**src/rtl/chscan_pkg.sv**
```systemverilog
package chscan_pkg;

   // Selector for the two configuration words.
   typedef enum logic {
      SEL_SCAN  = 1'b0,
      SEL_BURST = 1'b1
   } cfg_sel_e;

   typedef logic [3:0] nib_t;

   // Scan word: upper nibble holds the last channel, lower the first.
   typedef struct packed {
      nib_t last;
      nib_t first;
   } scan_word_t;

   // Burst word: bit 4 enables burst mode, low nibble is the length.
   typedef struct packed {
      logic [2:0] rsvd;
      logic       enable;
      nib_t       length;
   } burst_word_t;

endpackage

```
**src/rtl/chscan_pacer.sv**
```systemverilog
module chscan_pacer #(
   parameter int DIV = 125
) (
   input  logic clk,
   input  logic rst_n,
   input  logic clr,
   input  logic run,
   output logic tick
);
   localparam int CNT_W = (DIV > 1) ? $clog2(DIV) : 1;
   localparam logic [CNT_W-1:0] LAST = CNT_W'(DIV - 1);

   if (DIV < 2) begin : g_bad_div
      $error("chscan_pacer: DIV must be at least 2");
   end

   logic [CNT_W-1:0] cnt_q;

   assign tick = run && (cnt_q == LAST);

   always_ff @(posedge clk or negedge rst_n) begin
      if (!rst_n) begin
         cnt_q <= '0;
      end else if (clr || !run) begin
         cnt_q <= '0;
      end else if (cnt_q == LAST) begin
         cnt_q <= '0;
      end else begin
         cnt_q <= cnt_q + 1'b1;
      end
   end
endmodule

```
**src/rtl/chscan_cursor.sv**
```systemverilog
module chscan_cursor #(
   parameter int NUM_CH = 8,
   localparam int CH_W  = $clog2(NUM_CH)
) (
   input  logic            clk,
   input  logic            rst_n,
   input  logic            load,
   input  logic            step,
   input  logic [CH_W-1:0] first,
   input  logic [CH_W-1:0] last,
   output logic [CH_W-1:0] cur
);
   logic [CH_W-1:0] cur_q;
   logic [CH_W-1:0] inc;

   // Successor of the cursor inside the channel space.
   if ((1 << CH_W) == NUM_CH) begin : g_pow2
      assign inc = cur_q + 1'b1;
   end else begin : g_nonpow2
      assign inc = (cur_q == CH_W'(NUM_CH - 1)) ? '0 : cur_q + 1'b1;
   end

   always_ff @(posedge clk or negedge rst_n) begin
      if (!rst_n) begin
         cur_q <= '0;
      end else begin
         if (step) begin
            cur_q <= (cur_q == last) ? first : inc;
         end
         if (load) begin
            cur_q <= first;
         end
      end
   end

   assign cur = cur_q;
endmodule

```
**src/rtl/chscan_burst.sv**
```systemverilog
module chscan_burst #(
   parameter int LEN_W    = 4,
   parameter int TICK_DIV = 125
) (
   input  logic             clk,
   input  logic             rst_n,
   input  logic             start,
   input  logic             burst_mode,
   input  logic [LEN_W-1:0] len,
   output logic             issue,
   output logic             busy
);
   localparam logic [LEN_W-1:0] ONE = LEN_W'(1);

   logic             busy_q;
   logic [LEN_W-1:0] left_q;
   logic             accept;
   logic             tick;
   logic             multi;

   assign accept = start && !busy_q;
   assign multi  = burst_mode && (len > ONE);
   assign issue  = accept || tick;

   chscan_pacer #(.DIV(TICK_DIV)) i_pacer (
      .clk  (clk),
      .rst_n(rst_n),
      .clr  (accept),
      .run  (busy_q),
      .tick (tick)
   );

   always_ff @(posedge clk or negedge rst_n) begin
      if (!rst_n) begin
         busy_q <= 1'b0;
         left_q <= '0;
      end else if (accept && multi) begin
         busy_q <= 1'b1;
         left_q <= len - ONE;
      end else if (tick) begin
         left_q <= left_q - ONE;
         if (left_q == ONE) begin
            busy_q <= 1'b0;
         end
      end
   end

   assign busy = busy_q;
endmodule

```
**src/rtl/chscan_seq.sv**
```systemverilog
module chscan_seq
   import chscan_pkg::*;
#(
   parameter int NUM_CH   = 8,
   parameter int LEN_W    = 4,
   parameter int TICK_DIV = 125,
   localparam int CH_W    = $clog2(NUM_CH)
) (
   input  logic            clk,
   input  logic            rst_n,
   input  logic            cfg_we,
   input  logic            cfg_sel,
   input  logic [7:0]      cfg_wdata,
   input  logic            trig,
   output logic            conv_go,
   output logic [CH_W-1:0] conv_chan,
   output logic [CH_W-1:0] next_chan,
   output logic            fifo_clr,
   output logic            burst_busy
);
   if (NUM_CH < 2 || NUM_CH > 16) begin : g_bad_ch
      $error("chscan_seq: NUM_CH must be within 2..16");
   end
   if (LEN_W < 1 || LEN_W > 4) begin : g_bad_len
      $error("chscan_seq: LEN_W must be within 1..4");
   end

   scan_word_t  scan_w;
   burst_word_t burst_w;
   logic        scan_wr;
   logic        mode_wr;

   assign scan_w  = scan_word_t'(cfg_wdata);
   assign burst_w = burst_word_t'(cfg_wdata);
   assign scan_wr = cfg_we && (cfg_sel_e'(cfg_sel) == SEL_SCAN);
   assign mode_wr = cfg_we && (cfg_sel_e'(cfg_sel) == SEL_BURST);

   logic [CH_W-1:0]  first_q;
   logic [CH_W-1:0]  last_q;
   logic             ben_q;
   logic [LEN_W-1:0] blen_q;
   logic             fifo_clr_q;
   logic             go_q;
   logic [CH_W-1:0]  chan_q;

   always_ff @(posedge clk or negedge rst_n) begin
      if (!rst_n) begin
         first_q    <= '0;
         last_q     <= '0;
         ben_q      <= 1'b0;
         blen_q     <= '0;
         fifo_clr_q <= 1'b0;
      end else begin
         fifo_clr_q <= scan_wr;
         if (scan_wr) begin
            first_q <= scan_w.first[CH_W-1:0];
            last_q  <= scan_w.last[CH_W-1:0];
         end
         if (mode_wr) begin
            ben_q  <= burst_w.enable;
            blen_q <= burst_w.length[LEN_W-1:0];
         end
      end
   end

   logic            burst_mode;
   logic            issue;
   logic            busy;
   logic [CH_W-1:0] cur;

   assign burst_mode = ben_q && (blen_q != '0);

   chscan_burst #(.LEN_W(LEN_W), .TICK_DIV(TICK_DIV)) i_burst (
      .clk       (clk),
      .rst_n     (rst_n),
      .start     (trig && !scan_wr),
      .burst_mode(burst_mode),
      .len       (blen_q),
      .issue     (issue),
      .busy      (busy)
   );

   chscan_cursor #(.NUM_CH(NUM_CH)) i_cursor (
      .clk  (clk),
      .rst_n(rst_n),
      .load (scan_wr),
      .step (issue),
      .first(scan_wr ? scan_w.first[CH_W-1:0] : first_q),
      .last (last_q),
      .cur  (cur)
   );

   always_ff @(posedge clk or negedge rst_n) begin
      if (!rst_n) begin
         go_q   <= 1'b0;
         chan_q <= '0;
      end else begin
         go_q <= issue;
         if (issue) begin
            chan_q <= cur;
         end
      end
   end

   // Bits of the configuration words that carry no function.
   logic unused_cfg;
   assign unused_cfg = ^{cfg_wdata[7], cfg_wdata[3], burst_w.rsvd};

   assign conv_go    = go_q;
   assign conv_chan  = chan_q;
   assign next_chan  = cur;
   assign fifo_clr   = fifo_clr_q;
   assign burst_busy = busy;
endmodule

```
**config.mk**
```make
export PLATFORM = sky130hd
export DESIGN_NAME = chscan_seq
export DESIGN_NICKNAME = d
export VERILOG_FILES = /design/src/rtl/chscan_pkg.sv /design/src/rtl/chscan_pacer.sv /design/src/rtl/chscan_cursor.sv /design/src/rtl/chscan_burst.sv /design/src/rtl/chscan_seq.sv
export SDC_FILE = /design/constraint.sdc
export NUM_CORES = 1
export LEC_CHECK = 0
export ABC_AREA = 1
export BUFFER_PORTS_ARGS = -buffer_cell sky130_fd_sc_hd__buf_4
export CORE_UTILIZATION = 40
export DETAILED_ROUTE_END_ITERATION = 7
export HOLD_SLACK_MARGIN = 0.05
export PLACE_DENSITY = 0.69
export SYNTH_ARGS = -nofsm -noshare
export SYNTH_HDL_FRONTEND = slang
export SYNTH_HIERARCHICAL = 1
export SYNTH_SLANG_ARGS = --single-unit
```
**constraint.sdc**
```tcl
create_clock -name clk -period 2.6 [get_ports clk]
set_input_delay 0.13 -clock clk [delete_from_list [all_inputs] [get_ports clk]]
set_output_delay 0.13 -clock clk [all_outputs]
set_load 0.1 [all_outputs]
```
* After elaboration in Yosys (flattened, before gate mapping)
Index checks and enable logic that the tools add are counted.
W data, S select, Z words.
** Word-level totals
- Register bits after elaboration :: 31
- Bits of input ports :: 13
- Output and inout bits :: 9
- Word-level logic and storage cells :: 48
** Cells by class
- $add $sub $neg :: 4
- $lt $le $gt $ge :: 1
- Eq/ne operators :: 3
- Mux-type cells :: 11
- Bitwise operators :: 1
- Reduce and logical (&&, ||, !) cells :: 17
** Operators with widths (number)
- $mux W7 :: 2
- $mux W3 :: 4
- $logic_and A1 B1 Y1 :: 8
- $mux W4 :: 2
- $sub A4 B1 Y4 const B :: 2
- $add A7 B1 Y7 const B :: 1
- $eq A7 B7 Y1 const B :: 1
- $reduce_bool A2 Y1 :: 3
- $eq A4 B1 Y1 const B :: 1
- $gt A4 B1 Y1 const B :: 1
- $reduce_bool A4 Y1 :: 1
- $add A3 B1 Y3 const B :: 1
- $eq A3 B3 Y1 :: 1
- $mux W1 :: 3
- $logic_not A1 Y1 :: 2
- $logic_or A1 B1 Y1 :: 2
- $reduce_and A2 Y1 :: 1
- $not A1 Y1 :: 1

* Depth between registers and ports, before layout
- Depth after elaboration :: 8
- Mapped depth :: 12

* Cells and area by module
Netlist, hierarchy kept.
** Modules (own cells, without submodules)
- chscan_seq :: times used 1, cells each 71, area each 651.9 sq um, seq. area each 400.4 sq um
- chscan_burst :: times used 1, cells each 59, area each 416.6 sq um, seq. area each 125.1 sq um
- chscan_pacer :: times used 1, cells each 47, area each 386.6 sq um, seq. area each 175.2 sq um
- chscan_cursor :: times used 1, cells each 40, area each 249.0 sq um, seq. area each 75.1 sq um

* Worst setup path after synthesis
No wires, ideal clock.
- Kind :: reg2reg
- Start point :: register i_burst.busy_q (netlist: i_burst/busy)
- End point :: register i_cursor.cur_q[0] (netlist: i_cursor/cur[0])
- Setup time :: 0.068 ns
- Arrival :: 1.848 ns
- Data required time :: 2.532 ns
- Setup slack :: 0.684 ns
- Stages on the path, launching flop included :: 9
- Path buffers :: 0
- Path through :: dfrtp_1 > inv_1 > nor2_1 > inv_1 > nand2_1 > nor2_1 > clkinv_1 > nand3_1 > nand2_1
** On the way
- Elaborated cells on any way between the ends :: 5
** RTL lines
- start, declared :: line chscan_burst.sv:15 : logic busy_q;
- start signal, assigned :: line chscan_burst.sv:35 : busy_q <= 1'b0;
- start signal, assigned :: line chscan_burst.sv:38 : busy_q <= 1'b1;
- start signal, assigned :: line chscan_burst.sv:43 : busy_q <= 1'b0;
- $logic_and A1 B1 Y1 :: line chscan_pacer.sv:19 : assign tick = run && (cnt_q == LAST);
- named net i_burst.tick :: line chscan_burst.sv:18 : logic tick;
- $logic_or A1 B1 Y1 :: line chscan_burst.sv:23 : assign issue = accept || tick;
- named net issue :: line chscan_seq.sv:67 : logic issue;
- $reduce_bool A2 Y1 (no source line)
- end signal, assigned :: line chscan_cursor.sv:28 : cur_q <= (cur_q == last) ? first : inc;
- end signal, assigned :: line chscan_cursor.sv:31 : cur_q <= first;
- end, declared :: line chscan_cursor.sv:13 : logic [CH_W-1:0] cur_q;
The timed path passes the listed nets, and every way through them passes these cells.
A chain may end at the register's enable or synchronous reset.

* Final worst setup path
- Start point :: register i_burst.i_pacer.cnt_q[0]
- End point :: register i_cursor.cur_q[0] (netlist: i_cursor/cur[0])
** On the way
- Longest elaborated chain between the ends :: 4
** Ends and longest elaborated chain
- start, declared :: line chscan_pacer.sv:17 : logic [CNT_W-1:0] cnt_q;
- start signal, assigned :: line chscan_pacer.sv:29 : cnt_q <= cnt_q + 1'b1;
- $eq A7 B7 Y1 :: line chscan_pacer.sv:19
- $logic_and A1 B1 Y1 :: line chscan_pacer.sv:19
- named net i_burst.tick :: line chscan_burst.sv:18
- $logic_or A1 B1 Y1 :: line chscan_burst.sv:23
- named net issue :: line chscan_seq.sv:67
- $reduce_bool A2 Y1 (no source line)
The timed path passes the listed nets, and every way through them passes these cells.

==> impl_results.rst <==
.. list-table::
   :header-rows: 1

   * - Metric
     - Value
   * - Run status
     - completed
   * - TritonCTS clock tree
     - built
   * - Number of placed cells counting well taps
     - 285
   * - Average cell area after synthesis
     - 7.85 um^2
   * - Actual slew at the worst max-slew pin
     - 402 ps
   * - Placed instance area
     - 1890 um^2
   * - Startpoint of the worst setup timing path
     - i_burst/i_pacer/cnt_q[0]$_DFF_PN0_
   * - Number of cells in the finished layout apart from fillers
     - 297
   * - Utilization after layout
     - 50.4%
   * - Proportion of layout cells with a drive suffix above 1
     - 19.4%
   * - Antenna Nets Post-Route
     - 0
   * - Syn. warnings
     - 6
   * - Row count
     - 23
   * - Effective utilization at floorplan
     - 42.0%
   * - CP Max Fanout
     - 8
   * - Fill cell count
     - 382
   * - # diodes
     - 0
   * - Total chip power
     - 1.41 mW
   * - Kind of critical path
     - flip-flop to flip-flop
   * - R2r setup slk
     - 660 ps
   * - Count of different cell masters after synthesis
     - 23
   * - Later-pin clock latency in the skew report
     - 280 ps
   * - Area grow syn2layout
     - 20.1%
   * - Post-synthesis cell count
     - 217
   * - Average vias per placed instance
     - 4.54
   * - CP delay by family, top
     - simple AND/OR/NAND/NOR gates
   * - # nets final
     - 266
   * - Number of port buffers
     - 20
   * - Vias in the first global route
     - 1,248
   * - Largest clock skew in the final design
     - 5.02 ps
   * - Final number of setup-violating endpoints
     - 0
   * - Number of violations reported at the end of detailed-routing iteration 0
     - 58
   * - Number of clock sinks
     - 31
   * - Maximum number of buffers from clock root to sink
     - 2
   * - Critical register-to-register path endpoint
     - i_cursor/cur[0]$_DFFE_PN0P_
   * - Remaining Overflow, GRT
     - 0
   * - Post-synthesis cell area
     - 1700 um^2
   * - Number of top-level design ports
     - 22
   * - Power density of the placed cells
     - 689 nW/um^2
   * - Hold path startpoint
     - cfg_wdata[1]
   * - Remaining DRCs
     - 0
   * - Die Y
     - 67.3 um
   * - Initial antenna violation count
     - 0
   * - Die X-Extent
     - 67.3 um
   * - Levels on crit path
     - 12
   * - Maximum single-stage delay on the critical path
     - 410 ps
   * - Clock root buffer
     - sky130_fd_sc_hd__clkbuf_8
   * - Routed WL per cell
     - 9.77 um
   * - FMAX
     - 0.514 GHz
   * - RSZ-0062 raised after global routing
     - false
   * - Fin crit period
     - 1940 ps
   * - Worst hold-check path type
     - primary input to flip-flop
   * - Cell with the biggest individual delay on the critical path
     - sky130_fd_sc_hd__dfrtp_1
   * - Wire length of the first global-routing pass
     - 5.11 mm
   * - Biggest area contributors in the synthesized netlist
     - sky130_fd_sc_hd__dfrtp_1 46%, sky130_fd_sc_hd__nand2_1 15%, sky130_fd_sc_hd__inv_1 6.6%
   * - Number of cells on the worst hold path
     - 3
   * - Fin crit share
     - 74.8%
   * - Static power due to leakage
     - 1.12 nW
   * - End point of the worst hold path
     - first_q[1]$_DFF_PN0_
   * - Post-route worst hold slack
     - 79.5 ps
   * - Yosys top cell area share
     - 45.5%
   * - Max_slew headroom
     - 73.2%
   * - Post-synthesis cell type with the largest combined area
     - sky130_fd_sc_hd__dfrtp_1
   * - Final setup margin
     - 656 ps
   * - Type of element capturing the critical path
     - flip-flop
   * - Core area
     - 4060 um^2
   * - H-Tree Depth
     - 2
   * - Setup TNS Final
     - 0 ps
   * - Total Routed Length
     - 2.90 mm
   * - Post-CTS sizing
     - 0
   * - Largest net degree at the start of global routing
     - 32
   * - Final design instance area without fill
     - 2050 um^2
   * - Number of pins with negative max-slew slack in the final report
     - 0
   * - Required time at the endpoint of the critical path
     - 2780 ps
   * - Max VDD drop
     - 0.679 mV
   * - Die area
     - 4530 um^2
   * - Hold violation count in the final report
     - 0
   * - Synthesized Nets
     - 237
   * - Number of CTS-inserted buffers
     - 5
   * - Detailed placer's ending HPWL
     - 2.09 mm
   * - Router iterations before antenna repair
     - 4
   * - Critical path startpoint category
     - flip-flop
   * - Global-route usage over all layers
     - 15.3%
   * - Buffers & Inverters on Critical Path
     - 4
   * - FF+latch area
     - 776 um^2
   * - Fraction of the yosys area taken by sequential cells
     - 45.5%
   * - Placer's final routability congestion estimate
     - 0.785
   * - Register clock-pin slew on the reported worst setup and hold paths
     - 70 ps
   * - Number of maximum-capacitance violations
     - 0
   * - Multi-input logic area
     - 763 um^2
   * - Vias after detailed routing
     - 1,348
   * - Synthesis-stage register bit count
     - 31
   * - Critical-path cell list
     - inv_1 > ha_1 > nand2_1 > inv_1 > nand2_2 > nor2_1 > inv_1 > nand2_1 > nor2_1 > clkinv_1 > nand3_1 > nand2_1
   * - Worst setup timing slack at the placement stage
     - 666 ps
   * - Worst reg2reg path depth
     - 12
   * - Reg2Reg Launch Point
     - i_burst/i_pacer/cnt_q[0]$_DFF_PN0_
   * - Arr. time, crit path
     - 2120 ps
==> layout by cell type (no fill, tap or decap) <==
cell type,n
sky130_fd_sc_hd__nand3_1,22
sky130_fd_sc_hd__or2_1,1
sky130_fd_sc_hd__nor2_1,17
sky130_fd_sc_hd__clkbuf_8,5
sky130_fd_sc_hd__nand2_2,5
sky130_fd_sc_hd__o21ai_1,2
sky130_fd_sc_hd__a21oi_1,2
sky130_fd_sc_hd__dlygate4sd3_1,4
sky130_fd_sc_hd__bufinv_16,1
sky130_fd_sc_hd__nand3_2,1
sky130_fd_sc_hd__nor3_1,1
sky130_fd_sc_hd__nor2_4,2
sky130_fd_sc_hd__nor2_2,1
sky130_fd_sc_hd__nand2_4,2
sky130_fd_sc_hd__nor2_8,1
sky130_fd_sc_hd__clkinv_4,1
sky130_fd_sc_hd__ha_1,7
sky130_fd_sc_hd__o21ai_2,1
sky130_fd_sc_hd__xor2_1,1
sky130_fd_sc_hd__clkinv_2,1
sky130_fd_sc_hd__dfrtp_1,31
sky130_fd_sc_hd__nand2_1,69
sky130_fd_sc_hd__buf_4,20
sky130_fd_sc_hd__inv_2,7
sky130_fd_sc_hd__clkinv_1,1
sky130_fd_sc_hd__xnor2_1,7
sky130_fd_sc_hd__o21ai_0,4
sky130_fd_sc_hd__inv_1,30
==> cells by family (layout without fill, tap and decap cells) <==
group                    Yosys count  in the layout  synth area share (%)
AO/OA/AOI/OAI                      9              9                  2.86
XOR/XNOR                           8              8                  4.11
adder cells (fa/ha/maj)            7              7                  5.14
buffers and inverters             40             70                  9.69
flip-flops                        31             31                  45.5
AND/OR/NAND/NOR                  122            122                  32.7
==> synth_stat cells <==
cell,n
sky130_fd_sc_hd__o21ai_1,2
sky130_fd_sc_hd__nand2_4,2
sky130_fd_sc_hd__nor2_4,2
sky130_fd_sc_hd__xor2_1,1
sky130_fd_sc_hd__nand3_1,22
sky130_fd_sc_hd__ha_1,7
sky130_fd_sc_hd__xnor2_1,7
sky130_fd_sc_hd__inv_2,7
sky130_fd_sc_hd__or2_1,1
sky130_fd_sc_hd__clkinv_1,1
sky130_fd_sc_hd__inv_1,30
sky130_fd_sc_hd__nand2_1,69
sky130_fd_sc_hd__o21ai_2,1
sky130_fd_sc_hd__nor3_1,1
sky130_fd_sc_hd__nand3_2,1
sky130_fd_sc_hd__nor2_8,1
sky130_fd_sc_hd__buf_6,2
sky130_fd_sc_hd__nand2_2,5
sky130_fd_sc_hd__a21oi_1,2
sky130_fd_sc_hd__nor2_2,1
sky130_fd_sc_hd__nor2_1,17
sky130_fd_sc_hd__o21ai_0,4
sky130_fd_sc_hd__dfrtp_1,31
==> worst register-to-register path, delay by kind of cell (launching register included) <==
| kind | cells | cell delay [ps] |
|---|---|---|
| AND/OR/NAND/NOR | 7 | 820 |
| adder cells (fa/ha/maj) | 1 | 190 |
| buffers and inverters | 4 | 410 |
| flip-flops | 1 | 410 |
==> routing by layer <==
layer | vias to the layer above | track usage (%) | wire length, um
met3 | 5 | 4.05 | 105
met1 | 605 | 18.6 | 1470
met4 | 0 | 7.45 | 40
met5 | - | 0 | 0
li1 | 719 | - | -
met2 | 19 | 24.9 | 1290
==> final cells by class <==
cell class                 instances  area share (%)
clock buffer                       5            3.36
clock inverter                     3            2.14
inverter                          38            6.97
multi-input combinational        146            37.3
sequential                        31            37.9
tap                               50            3.06
timing repair buffer              24            9.29
==> flip-flops by register name, indices dropped and copies added, names as in the netlist <==
| name | flops |
|---|---|
| conv_chan | 3 |
| conv_go | 1 |
| last_q | 3 |
| ben_q | 1 |
| i_cursor/cur | 3 |
| blen_q | 4 |
| i_burst/left_q | 4 |
| fifo_clr | 1 |
| first_q | 3 |
| i_burst/busy | 1 |
| i_burst/i_pacer/cnt_q | 7 |
==> worst max-delay path by stage <==
stage | endpoint | slack (ps)
finish | i_cursor/cur[0]$_DFFE_PN0P_ | 660
CTS | i_cursor/cur[2]$_DFFE_PN0P_ | 650
global placement | i_cursor/cur[2]$_DFFE_PN0P_ | 670
detailed placement | i_cursor/cur[2]$_DFFE_PN0P_ | 670
floorplan | i_cursor/cur[0]$_DFFE_PN0P_ | 680
global route | i_cursor/cur[2]$_DFFE_PN0P_ | 460
==> timing repair <==
item	in CTS	in global routing
hold endpoints to repair	34	0
setup buffers	0	0
hold buffers	4	0
==> report_power, final <==
part	switching (mW)	internal [mW]
clock network	0.187	0.285
registers	0.0488	0.522
logic	0.256	0.112
total	0.492	0.919
Note: power is estimated with default switching activity, not from simulation.
